## src/rtl/mbx_sema_pkg.sv

```systemverilog
package mbx_sema_pkg;
  localparam logic [1:0] SEM_FREE = 2'b00;
  localparam logic [1:0] SEM_HOST = 2'b01;
  localparam logic [1:0] SEM_BAD  = 2'b10;
  localparam logic [1:0] SEM_DEV  = 2'b11;

  // pending request survives unless cancelled this cycle
  function automatic logic pend_next(input logic pend, input logic h_req, input logic h_cancel);
    return (pend | h_req) & ~h_cancel;
  endfunction

  // sticky status: clear by 1, new grants win over clear
  function automatic logic [7:0] sticky_next(input logic [7:0] cur, input logic [7:0] clr,
                                             input logic [7:0] set);
    return (cur & ~clr) | set;
  endfunction
endpackage

```

## src/rtl/mbx_sema_cell.sv

```systemverilog
module mbx_sema_cell
  import mbx_sema_pkg::*;
(
  input  logic       clk,
  input  logic       rst_n,
  input  logic       host_we_i,
  input  logic [1:0] host_val_i,
  input  logic       dev_we_i,
  input  logic [1:0] dev_val_i,
  output logic [1:0] sem_o,
  output logic       grant_o
);
  logic [1:0] sem_q, sem_d;
  logic       pend_q, pend_d;
  logic       h_req_w, h_rel_w, d_req_w, d_rel_w;
  logic       host_grab_w, dev_grab_w, handover_w;
  logic       pend_eff;

  assign h_req_w = host_we_i && (host_val_i == SEM_HOST);
  assign h_rel_w = host_we_i && (host_val_i == SEM_FREE);
  assign d_req_w = dev_we_i  && (dev_val_i  == SEM_DEV);
  assign d_rel_w = dev_we_i  && (dev_val_i  == SEM_FREE);
  assign pend_eff = pend_next(pend_q, h_req_w, h_rel_w);

  always_comb begin
    sem_d       = sem_q;
    pend_d      = pend_q;
    host_grab_w = 1'b0;
    dev_grab_w  = 1'b0;
    handover_w  = 1'b0;
    case (sem_q)
      SEM_FREE: begin
        pend_d = 1'b0;
        if (h_req_w) begin
          sem_d       = SEM_HOST;
          host_grab_w = 1'b1;
        end else if (d_req_w) begin
          sem_d      = SEM_DEV;
          dev_grab_w = 1'b1;
        end
      end
      SEM_HOST: begin
        pend_d = 1'b0;
        if (h_rel_w) sem_d = SEM_FREE;
      end
      SEM_DEV: begin
        if (d_rel_w) begin
          pend_d = 1'b0;
          if (pend_eff) begin
            sem_d      = SEM_HOST;
            handover_w = 1'b1;
          end else begin
            sem_d = SEM_FREE;
          end
        end else begin
          pend_d = pend_eff;
        end
      end
      default: begin
        sem_d  = SEM_FREE;
        pend_d = 1'b0;
      end
    endcase
  end

  always_ff @(posedge clk or negedge rst_n) begin
    if (!rst_n) begin
      sem_q  <= SEM_FREE;
      pend_q <= 1'b0;
    end else begin
      sem_q  <= sem_d;
      pend_q <= pend_d;
    end
  end

  assign sem_o   = sem_q;
  assign grant_o = handover_w;


  host_grab_chk: assert property (@(posedge clk) disable iff (!rst_n)
    host_grab_w |=> (sem_q == SEM_HOST));

  host_first_chk: assert property (@(posedge clk) disable iff (!rst_n)
    (sem_q == SEM_FREE && h_req_w && d_req_w) |=> (sem_q != SEM_DEV));

  dev_grab_chk: assert property (@(posedge clk) disable iff (!rst_n)
    dev_grab_w |=> (sem_q == SEM_DEV));

  pend_owner_chk: assert property (@(posedge clk) disable iff (!rst_n)
    pend_q |-> (sem_q == SEM_DEV));

  handover_chk: assert property (@(posedge clk) disable iff (!rst_n)
    handover_w |=> (sem_q == SEM_HOST && !pend_q));

  host_release_chk: assert property (@(posedge clk) disable iff (!rst_n)
    (sem_q == SEM_HOST && h_rel_w) |=> (sem_q == SEM_FREE));

  legal_code_chk: assert property (@(posedge clk) disable iff (!rst_n)
    sem_q != SEM_BAD);
endmodule

```

## src/rtl/mbx_host_regs.sv

```systemverilog
module mbx_host_regs #(
  parameter int ADDR_W   = 8,
  parameter int EN_W     = 11,
  parameter int NMBX     = 3,
  parameter int OFS_EN_LO = 'h17,
  parameter int OFS_EN_HI = 'h18,
  parameter int OFS_STS   = 'h19,
  parameter int OFS_SEM   = 'h1C
) (
  input  logic              clk,
  input  logic              rst_n,
  input  logic              host_we_i,
  input  logic [ADDR_W-1:0] host_addr_i,
  input  logic [7:0]        host_wdata_i,
  input  logic [2*NMBX-1:0] sem_flat_i,
  input  logic [NMBX-1:0]   sts_i,
  output logic [EN_W-1:0]   en_o,
  output logic [NMBX-1:0]   sem_we_o,
  output logic [NMBX-1:0]   sts_clr_o,
  output logic [7:0]        host_rdata_o
);
  localparam int EN_HI_W = EN_W - 8;

  logic [7:0]         en_lo_q;
  logic [EN_HI_W-1:0] en_hi_q;
  logic               wr_lo_w, wr_hi_w, wr_sts_w;

  assign wr_lo_w  = host_we_i && (host_addr_i == ADDR_W'(OFS_EN_LO));
  assign wr_hi_w  = host_we_i && (host_addr_i == ADDR_W'(OFS_EN_HI));
  assign wr_sts_w = host_we_i && (host_addr_i == ADDR_W'(OFS_STS));

  always_ff @(posedge clk or negedge rst_n) begin
    if (!rst_n) begin
      en_lo_q <= '0;
      en_hi_q <= '0;
    end else begin
      if (wr_lo_w) en_lo_q <= host_wdata_i;
      if (wr_hi_w) en_hi_q <= host_wdata_i[EN_HI_W-1:0];
    end
  end

  assign en_o      = {en_hi_q, en_lo_q};
  assign sts_clr_o = wr_sts_w ? host_wdata_i[NMBX-1:0] : '0;

  for (genvar i = 0; i < NMBX; i++) begin : g_dec
    assign sem_we_o[i] = host_we_i && (host_addr_i == ADDR_W'(OFS_SEM + i));
  end

  always_comb begin
    host_rdata_o = '0;
    if (host_addr_i == ADDR_W'(OFS_EN_LO)) host_rdata_o = en_lo_q;
    if (host_addr_i == ADDR_W'(OFS_EN_HI)) host_rdata_o[EN_HI_W-1:0] = en_hi_q;
    if (host_addr_i == ADDR_W'(OFS_STS))   host_rdata_o[NMBX-1:0] = sts_i;
    for (int i = 0; i < NMBX; i++) begin
      if (host_addr_i == ADDR_W'(OFS_SEM + i)) host_rdata_o[1:0] = sem_flat_i[2*i +: 2];
    end
  end


  en_hold_chk: assert property (@(posedge clk) disable iff (!rst_n)
    !(wr_lo_w || wr_hi_w) |=> $stable(en_o));
endmodule

```

## src/rtl/mbx_irq.sv

```systemverilog
module mbx_irq
  import mbx_sema_pkg::*;
#(
  parameter int NMBX = 3
) (
  input  logic            clk,
  input  logic            rst_n,
  input  logic [NMBX-1:0] grant_i,
  input  logic [NMBX-1:0] clr_i,
  input  logic [NMBX-1:0] en_i,
  input  logic            master_en_i,
  output logic [NMBX-1:0] sts_o,
  output logic            irq_o
);
  logic [NMBX-1:0] sts_q;
  logic [7:0]      nxt_w;

  assign nxt_w = sticky_next(8'(sts_q), 8'(clr_i), 8'(grant_i));

  always_ff @(posedge clk or negedge rst_n) begin
    if (!rst_n) sts_q <= '0;
    else        sts_q <= nxt_w[NMBX-1:0];
  end

  assign sts_o = sts_q;
  assign irq_o = master_en_i && |(sts_q & en_i);


  sticky_chk: assert property (@(posedge clk) disable iff (!rst_n)
    (|(sts_q & ~clr_i)) |=> ((sts_q & $past(sts_q & ~clr_i)) == $past(sts_q & ~clr_i)));

  grant_set_chk: assert property (@(posedge clk) disable iff (!rst_n)
    (|grant_i) |=> ((sts_q & $past(grant_i)) == $past(grant_i)));
endmodule

```

## src/rtl/mbx_sema_arb.sv

```systemverilog
module mbx_sema_arb
  import mbx_sema_pkg::*;
#(
  parameter int NMBX      = 3,
  parameter int EN_W      = 11,
  parameter int GRANT_BIT = 8
) (
  input  logic       clk,
  input  logic       rst_n,
  input  logic       host_we,
  input  logic [7:0] host_addr,
  input  logic [7:0] host_wdata,
  output logic [7:0] host_rdata,
  input  logic       dev_we,
  input  logic [1:0] dev_addr,
  input  logic [7:0] dev_wdata,
  output logic [7:0] dev_rdata,
  input  logic       irq_master_en,
  output logic       host_irq
);
  logic [2*NMBX-1:0] sem_flat;
  logic [NMBX-1:0]   sem_we, dev_we_v, grant_v, sts, sts_clr;
  logic [EN_W-1:0]   en_vec;

  mbx_host_regs #(.ADDR_W(8), .EN_W(EN_W), .NMBX(NMBX)) u_regs (
    .clk(clk), .rst_n(rst_n), .host_we_i(host_we), .host_addr_i(host_addr),
    .host_wdata_i(host_wdata), .sem_flat_i(sem_flat), .sts_i(sts),
    .en_o(en_vec), .sem_we_o(sem_we), .sts_clr_o(sts_clr), .host_rdata_o(host_rdata)
  );

  for (genvar i = 0; i < NMBX; i++) begin : g_mbx
    assign dev_we_v[i] = dev_we && (dev_addr == 2'(i));
    mbx_sema_cell u_cell (
      .clk(clk), .rst_n(rst_n),
      .host_we_i(sem_we[i]), .host_val_i(host_wdata[1:0]),
      .dev_we_i(dev_we_v[i]), .dev_val_i(dev_wdata[1:0]),
      .sem_o(sem_flat[2*i +: 2]), .grant_o(grant_v[i])
    );
  end

  mbx_irq #(.NMBX(NMBX)) u_irq (
    .clk(clk), .rst_n(rst_n), .grant_i(grant_v), .clr_i(sts_clr),
    .en_i(en_vec[GRANT_BIT +: NMBX]), .master_en_i(irq_master_en),
    .sts_o(sts), .irq_o(host_irq)
  );

  always_comb begin
    dev_rdata = '0;
    for (int i = 0; i < NMBX; i++) begin
      if (dev_addr == 2'(i)) dev_rdata[1:0] = sem_flat[2*i +: 2];
    end
  end


  irq_gate_chk: assert property (@(posedge clk) disable iff (!rst_n)
    (sts == '0) |-> !host_irq);
endmodule

```

## config.mk

```make
export PLATFORM = sky130hd
export DESIGN_NAME = mbx_sema_arb
export DESIGN_NICKNAME = d
export VERILOG_FILES = /design/src/rtl/mbx_sema_pkg.sv /design/src/rtl/mbx_sema_cell.sv /design/src/rtl/mbx_host_regs.sv /design/src/rtl/mbx_irq.sv /design/src/rtl/mbx_sema_arb.sv
export SDC_FILE = /design/constraint.sdc
export NUM_CORES = 1
export LEC_CHECK = 0
export ABC_CLOCK_PERIOD_IN_PS = 1500
export BUFFER_PORTS_ARGS = -buffer_cell sky130_fd_sc_hd__buf_2
export CAP_MARGIN = 20
export CORE_MARGIN = 3
export CORE_UTILIZATION = 47
export DETAILED_ROUTE_END_ITERATION = 10
export PLACE_DENSITY = 0.85
export SYNTH_ARGS = -nofsm -noshare
export SYNTH_HDL_FRONTEND = slang
export SYNTH_HIERARCHICAL = 1
export SYNTH_SLANG_ARGS = --single-unit
```

## constraint.sdc

```tcl
create_clock -name clk -period 1.5 [get_ports clk]
set_input_delay 0.15 -clock clk [delete_from_list [all_inputs] [get_ports clk]]
set_output_delay 0.15 -clock clk [all_outputs]
set_load 0.005 [all_outputs]
```

**After elaboration in Yosys (flattened, before gate mapping)**

Index checks and enable logic that the tools add are counted.

- $add $sub $neg: 0
- Multiply operators: 0
- Divide/modulo/power cells: 0
- $lt $le $gt $ge: 0
- Equal/unequal tests: 25
- Shifts and indexed selects: 0
- Multiplexer cells: 43
- Bitwise logic cells: 13
- Reductions and logical operators: 32

Operator list:

| cell | number |
|---|---|
| $eq 8x5->1 const B | 6 |
| $mux 2 | 18 |
| $logic_and 1x1->1 | 22 |
| $mux 1 | 18 |
| $pmux 2 s3 | 3 |
| $logic_not 2->1 | 6 |
| $ne 2x1->1 const B | 6 |
| $eq 2x1->1 const B | 5 |
| $eq 2x2->1 const B | 5 |
| $mux 3 | 3 |
| $ne 3x1->1 const B | 3 |
| $reduce_and 3->1 | 3 |
| $mux 8 | 1 |
| $and 3x3->3 | 2 |
| $and 1x1->1 | 3 |
| $not 1->1 | 3 |
| $not 3->3 | 1 |
| $or 1x1->1 | 3 |
| $or 3x3->3 | 1 |
| $reduce_or 3->1 | 1 |

- Register bits after elaboration: 23
- Bits in latches: 0
- Bits in writable memories: 0
- Memory bits (read-only): 0
- Input port bits: 31
- Output and inout port bits: 17
- Logic and storage cells: 122
- Memories kept: 0

**Depth between registers and ports, before layout**

Gate-level depths: netlist of run 1.

- Depth after elaboration: 9
- Gate-level depth with buffers: 8
- Mapped depth without buffers: 7

**Hierarchy**

The synthesis of run 1 kept the hierarchy.

By module, submodules not included:

| module | instances | cells an instance | area an instance (um2) | sequential area each (um2) |
|---|---|---|---|---|
| mbx_sema_cell | 3 | 28 | 251.5 | 75.1 |
| mbx_host_regs | 1 | 81 | 753.2 | 275.3 |
| mbx_irq | 1 | 11 | 125.1 | 75.1 |
| mbx_sema_arb | 1 | 15 | 115.1 | 0.0 |

**Worst setup path after synthesis of run 1**

OpenSTA, ideal clock, no wires.

- Kind: in2reg
- Start point: in host_addr[5]
- End point: reg g_mbx[2].u_cell.sem_q[0]
- Library setup time: 0.127 ns
- Arrival: 2.166 ns
- Required time: 1.373 ns
- Path slack: -0.794 ns
- Stages: 7
- Path buffers: 0
- Cell sequence: or4b_2 > nor3_1 > and2_1 > or3b_1 > a22oi_2 > o21a_2 > mux2_1

- Cells in the longest elaborated chain, start to end: 8
- Elaborated cells on any way between the ends: 14
- Those cells by class: eq/ne: 3; mux: 4; bitwise: 3; reduce/logical: 4

Ends and longest elaborated chain:

| item | RTL line | RTL |
|---|---|---|
| start: declaration | mbx_sema_arb.sv:11 | `input logic [7:0] host_addr,` |
| $eq 8x5->1 * | mbx_host_regs.sv:46 | `assign sem_we_o[i] = host_we_i && (host_addr_i == ADDR_W'(OFS_SEM + i));` |
| $logic_and 1x1->1 * | mbx_host_regs.sv:46 |  |
| net sem_we[2] | mbx_sema_arb.sv:22 | `logic [NMBX-1:0] sem_we, dev_we_v, grant_v, sts, sts_clr;` |
| $logic_and 1x1->1 (on tied branches) | mbx_sema_cell.sv:19, mbx_sema_cell.sv:20 |  |
| $or 1x1->1 / $not 1->1 (equally long branches) | mbx_sema_pkg.sv:9 | `return (pend \| h_req) & ~h_cancel;` |
| $and 1x1->1 | mbx_sema_pkg.sv:9 |  |
| $mux 1 | mbx_sema_cell.sv:49 | `if (pend_eff) begin` |
| $mux 2 | mbx_sema_cell.sv:47 | `if (d_rel_w) begin` |
| $pmux 2 s3 | mbx_sema_cell.sv:31 | `case (sem_q)` |
| end signal: assignment | mbx_sema_cell.sv:71 | `sem_q <= sem_d;` |
| end: declaration | mbx_sema_cell.sv:13 | `logic [1:0] sem_q, sem_d;` |

Mark *: on every way through the listed nets, which the timed path passes. The rest lies on a longest branch. The select of a mux whose other input is x is not followed.
A chain may end at the register's enable or synchronous reset.

**Worst setup path after layout of run 1**

Ends and elaborated chain as after synthesis.

==> run_results.csv, run 1 <==
group,metric,value,unit
placed_design,place_congestion,0.837,
synthesis,synth.distinct_cells,43,
sta,finalCritPeriodShare,1.28,
die,die_x,67.0,µm
setup_path,cp-end-kind,"register",
final_layout,layout.area.seq,576,µm²
route,drt_iter0_drc,118,
placed_design,io_buffers,35,
clock_tree,clk_latency,0.27,ns
die,coreArea,3470,µm²
final_layout,areaGrowthSynthToFinish,44.4,%
route,vias,1750,
worst_hold_path,hp-class,"in -> reg",
global_routing,grt_antenna_before_repair,0,
sta,grt_setup_unrepaired,"true",
sta,clock_skew,0.00258,ns
status,outcome,"complete, but fails checks",
clock_tree,h-tree-depth,1,
synthesis,ys_ff_latch,23,
setup_path,cp-start-kind,"input port",
synthesis,synth-edff-count,0,
clock_tree,root_buffer,"clkbuf_8",
setup_path,path_max_fanout,2,
sta,setup_viol,16,
pwr,finalPower,2170,µW
sta,worst_slew_pin_slew,0.535,ns
global_routing,grt_remaining_overflow,0,
route,drc_errors,0,
clock_tree,cts_buffers,3,
clock_tree,cts_max_path_buffers,2,
clock_tree,cts.clk_slew.worst_paths,0.09,ns
run,drv_cap,0,
sta,slew_violations,0,
placed_design,place_area,2260,µm²
final_layout,fin_area,2520,µm²
die,initial_core_util,0.504,
setup_path,arrival,2.09,ns
global_routing,grt_use_total,0.232,
route,dr.pass1.iters,4,
clock_tree,cts_tree,"built",
sta,period_minus_slack,1.92,ns
sta,hold_viol_final,0,
final_layout,multi_input_area,1190,µm²
final_layout,final.fill_count,249,
final_layout,layout-drive-gt1-share,0.487,
sta,maxSlewHeadroom,0.643,
synthesis,ys.warnings.count,6,
placed_design,dp_hpwl,3330,µm
synthesis,postSynthAreaPerCell,9.15,µm²
pwr,irDropWorstVdd,0.622,mV
sta,fin_hold_ws,0.108,ns
clock_tree,cts.sinks,23,
sta,fin_ws,-0.423,ns
setup_path,path_cells,"buf_8 > or4b_4 > nor3_4 > and2_4 > or3b_4 > a22oi_2 > o21a_2 > mux2_4",
synthesis,synthCells,191,
setup_path,crit_buf_inv,1,
setup_path,critPathKind,"in -> reg",
setup_path,crit_slowest_cell,"or4b_4",
route,final_antenna_net_count,0,
setup_path,cp_slowest_stage_delay,0.55,ns
die,die-area,4490,µm²
synthesis,yosysSeqAreaShare,0.329,
pwr,p_leak,0.00128,µW
setup_path,crit_family,"simple AND/OR/NAND/NOR gates",
route,wl_per_cell,15.5,µm
status,violations,"setup timing",
final_layout,antenna_cells,0,
synthesis,ys_async_sr_fraction,1.00,
setup_path,required,1.66,ns
die,ios,48,
sta,timing.fmax,520,MHz
global_routing,grt_pass1_wl,7920,µm
synthesis,ys.flop_type,"dfrtp_1",
final_layout,fin_nets,316,
route,drt-total-wl,4970,µm
die,die_height,67.0,µm
synthesis,syn_area,1750,µm²
route,vias_per_cell,5.45,
global_routing,grt_max_degree,24,
pwr,p_per_area,860,nW/µm²
global_routing,grt_pass1_vias,1735,
die,fp-row-count,21,
==> layout make-up <==
class,count,area share
multi-input cells,147,0.471
repair buffers,85,0.235
flip-flops and latches,23,0.228
inverters,16,0.0238
well taps,46,0.0228
clock buffers,3,0.0164
clock inverters,1,0.00297
==> Yosys cell counts, types with 3 or more instances <==
master,instances,area share
dfrtp_1,23,0.33
inv_1,16,0.034
nand2_1,13,0.028
nor2_1,12,0.026
o21ai_0,11,0.031
ha_1,9,0.064
nor2b_1,7,0.025
a21oi_1,6,0.017
buf_4,6,0.026
nand2b_1,6,0.021
nor3_1,6,0.017
or3b_1,6,0.030
and3_2,5,0.021
mux2_2,5,0.032
and4b_1,4,0.023
mux2i_1,4,0.023
nand3_1,4,0.011
nand3b_1,4,0.017
nand4_1,4,0.014
a21o_1,3,0.013
a22oi_2,3,0.021
a31oi_1,3,0.011
mux2_1,3,0.019
mux2_4,3,0.026
o21a_2,3,0.015
==> layer usage <==
layer,share of wire,vias to the layer above,routed length [µm],global-route usage
li1,-,836,-,-
met1,0.41,823,2050,0.276
met2,0.50,79,2500,0.410
met3,0.062,12,307,0.0455
met4,0.023,0,113,0.0861
met5,0,-,0,0
==> cells by family after synthesis <==
| logic type | Yosys count | synth area share |
|---|---|---|
| flops | 23 | 0.329 |
| buf+inv | 26 | 0.0694 |
| mux | 15 | 0.100 |
| simple gates | 81 | 0.292 |
| compound gates | 36 | 0.142 |
| other cells | 1 | 0.00215 |
| fa+ha+maj | 9 | 0.0644 |
==> worst paths after layout <==
| check | startpoint | end | slack (ns) | cells past startpoint |
|---|---|---|---|---|
| worst max-delay path | host_addr[5] | g_mbx[2].u_cell/sem_o[0] | -0.42 | 8 |
| worst min-delay path | host_wdata[6] | u_regs/en_lo_q[6] | 0.11 | 2 |
| worst max register to register | g_mbx[0].u_cell/sem_o[0] | g_mbx[0].u_cell/sem_o[0] | -0.12 | 6 |
| worst min register to register | u_regs/en_lo_q[0] | u_regs/en_lo_q[0] | 0.48 | 2 |
| max in group asynchronous | rst_n | u_regs/en_lo_q[0] | 0.75 | 2 |
| min in group asynchronous | rst_n | g_mbx[1].u_cell/pend_q | 0.38 | 2 |
==> power breakdown <==
part	internal, µW	total [µW]	switching (µW)
Clock	188	403	215
Combinational	546	1020	475
Sequential	686	747	61.5
==> stage by stage <==
stage / cells / setup TNS [ns] / setup WS [ns] / util
after floorplan: 196 / -2.38 / -0.507 / -
after global placement: 308 / -4.59 / -0.640 / 0.653
after detailed placement: 308 / -5.06 / -0.721 / 0.653
after CTS: 322 / -2.29 / -0.345 / 0.714
after global routing: 321 / -3.15 / -0.461 / 0.728
final: 321 / -2.13 / -0.423 / 0.728
==> layout by cell type, fill, tap and decap left out, types with 6 or more instances in the layout <==
cell / n
buf_4: 43
buf_2: 33
dfrtp_1: 23
inv_1: 16
nand2_1: 13
o21ai_0: 9
ha_1: 8
nor2b_1: 7
buf_6: 7
conb_1: 6
nor2_1: 6
a21oi_1: 6
mux2_4: 6
==> sequential cells by signal, summed over array words and instances (netlist names) <==
register	count
u_regs/en_lo_q	8
g_mbx.u_cell/sem_o	6
g_mbx.u_cell/pend_q	3
u_irq/sts_o	3
u_regs/en_hi_q	3
==> repair_timing <==
action	CTS	global route
setup endpoints to repair	11	18
buffers inserted	11	4
hold buffers	1	0
pin swaps	14	12
endpoints found under the hold margin	23	0
gates resized for setup	20	15
Note: power is estimated with default switching activity, not from simulation.
==> run 2: changes to the inputs <==
--- a/config.mk
+++ b/config.mk
@@ -5,13 +5,13 @@
 export SDC_FILE = /design/constraint.sdc
 export NUM_CORES = 1
 export LEC_CHECK = 0
-export ABC_CLOCK_PERIOD_IN_PS = 1500
+export ABC_CLOCK_PERIOD_IN_PS = 2350
 export BUFFER_PORTS_ARGS = -buffer_cell sky130_fd_sc_hd__buf_2
 export CAP_MARGIN = 20
 export CORE_MARGIN = 3
-export CORE_UTILIZATION = 47
+export CORE_UTILIZATION = 50
 export DETAILED_ROUTE_END_ITERATION = 10
-export PLACE_DENSITY = 0.85
+export PLACE_DENSITY = 0.86
 export SYNTH_ARGS = -nofsm -noshare
 export SYNTH_HDL_FRONTEND = slang
 export SYNTH_HIERARCHICAL = 1
==> constraint.sdc (replaced) <==
create_clock -name clk -period 2.35 [get_ports clk]
set_input_delay 0.235 -clock clk [delete_from_list [all_inputs] [get_ports clk]]
set_output_delay 0.235 -clock clk [all_outputs]
set_load 0.005 [all_outputs]
==> run_results.csv, run 2 (same netlist as run 1, synthesis figures left out) <==
group,metric,value,unit
status,outcome,"finished, final reports clean",
sta,hold_viol_final,0,
die,die-area,4240,µm²
sta,timing.fmax,478,MHz
sta,slew_violations,0,
placed_design,io_buffers,35,
final_layout,fin_area,2060,µm²
setup_path,critPathKind,"in -> reg",
clock_tree,postCtsResizedCells,0,
sta,clock_skew,0.00133,ns
final_layout,layout-drive-gt1-share,0.318,
final_layout,layout_common_cells,"buf_2 (35), dfrtp_1 (23), inv_1 (16), nand2_1 (13), nor2_1 (12)",
placed_design,dp_hpwl,3030,µm
setup_path,required,2.58,ns
final_layout,fin_nets,277,
sta,setup_viol,0,
final_layout,areaGrowthSynthToFinish,17.6,%
setup_path,cp-end-kind,"register",
setup_path,arrival,2.32,ns
global_routing,grt_max_degree,24,
sta,worst_slew_pin_slew,0.531,ns
clock_tree,root_buffer,"clkbuf_4",
route,drt_iter0_drc,95,
clock_tree,clk_latency,0.33,ns
die,die_x,65.1,µm
global_routing,grt_pass1_wl,6480,µm
pwr,p_leak,0.00103,µW
global_routing,grt_pass1_vias,1516,
placed_design,place_inst,275,
die,ios,48,
sta,grt_setup_unrepaired,"false",
clock_tree,cts.sinks,23,
run,drv_cap,0,
global_routing,grt_antenna_before_repair,0,
route,wl_per_cell,14.0,µm
setup_path,reg2regPathDepth,5,
global_routing,grt_remaining_overflow,0,
route,final_antenna_net_count,0,
die,initial_core_util,0.546,
die,die_height,65.1,µm
pwr,irDropWorstVdd,0.377,mV
worst_hold_path,hp-class,"in -> reg",
route,dr.pass1.iters,4,
clock_tree,cts_tree,"built",
setup_path,cp-start-kind,"input port",
route,vias,1543,
sta,fin_ws,0.259,ns
clock_tree,cts-hold-fix-buffers,1,
setup_path,path_max_fanout,4,
pwr,p_per_area,543,nW/µm²
die,coreArea,3200,µm²
placed_design,dp_slack,-0.108,ns
pwr,finalPower,1120,µW
final_layout,largest_reg_flops,8,
route,drc_errors,0,
worst_hold_path,holdPathStages,2,
global_routing,grt_use_total,0.195,
final_layout,top_register,"u_regs/en_lo_q",
final_layout,layout.cells.non_filler,280,
sta,fin_setup_tns,0,ns
clock_tree,h-tree-depth,1,
sta,period_minus_slack,2.09,ns
clock_tree,cts_max_path_buffers,2,
placed_design,place_area,2020,µm²
die,fp-row-count,20,
clock_tree,cts_buffers,3,
sta,maxSlewHeadroom,0.646,
route,drt-total-wl,3910,µm
final_layout,antenna_cells,0,
final_layout,final_common_cell,"buf_2",
placed_design,place_congestion,0.874,
clock_tree,post_cts_buffers,0,
sta,finalCritPeriodShare,0.890,
clock_tree,cts.clk_slew.worst_paths,0.13,ns
route,vias_per_cell,5.51,
run 2: cell type report:
class,instances,area [µm²]
Clock buffer,3,22.5
Clock inverter,1,5.00
Fill cell,302,1150
Inverter,16,60.1
Multi-Input combinational cell,147,1080
Sequential cell,23,576
Tap cell,44,55.1
Timing Repair Buffer,46,260
run 2: per-stage QoR:
stage,util,hold slack (ns)
6_report,0.642,0.125
5_1_grt,0.642,0.125
4_1_cts,0.642,0.126
3_5_place_dp,0.630,0.239
3_3_place_gp,0.630,0.239
2_1_floorplan,-,-0.0606
run 2: worst max-delay path: stages:
cell and delay (ns):
buf_2 0.10, or4b_2 0.69, nor3_2 0.15, and2_4 0.17
or3b_1 0.36, a22oi_2 0.13, o21a_2 0.17, mux2_1 0.31
run 2: worst paths after layout:
kind                                          start                        to  slack, ns
min in group asynchronous                     rst_n            u_irq/sts_o[2]       0.40
min                                   host_wdata[3]         u_regs/en_lo_q[3]       0.13
max reg2reg                g_mbx[0].u_cell/sem_o[0]  g_mbx[0].u_cell/sem_o[0]       0.66
min reg2reg                       u_regs/en_lo_q[0]         u_regs/en_lo_q[0]       0.50
max in group asynchronous                     rst_n  g_mbx[2].u_cell/sem_o[0]       1.60
max                                    host_addr[5]  g_mbx[2].u_cell/sem_o[0]       0.26
run 2: where the power goes:
part | switching (µW) | internal (µW)
Combinational | 213 | 208
Clock | 133 | 64.0
Sequential | 61.6 | 438
Total | 407 | 710
run 2: per-layer routing:
| layer | share of wire | vias to the layer above | global-route usage |
|---|---|---|---|
| met5 | 0 | - | 0 |
| met3 | 0.053 | 9 | 0.0376 |
| met2 | 0.49 | 41 | 0.333 |
| met4 | 0.017 | 0 | 0.0855 |
| met1 | 0.44 | 728 | 0.239 |
| li1 | - | 765 | - |
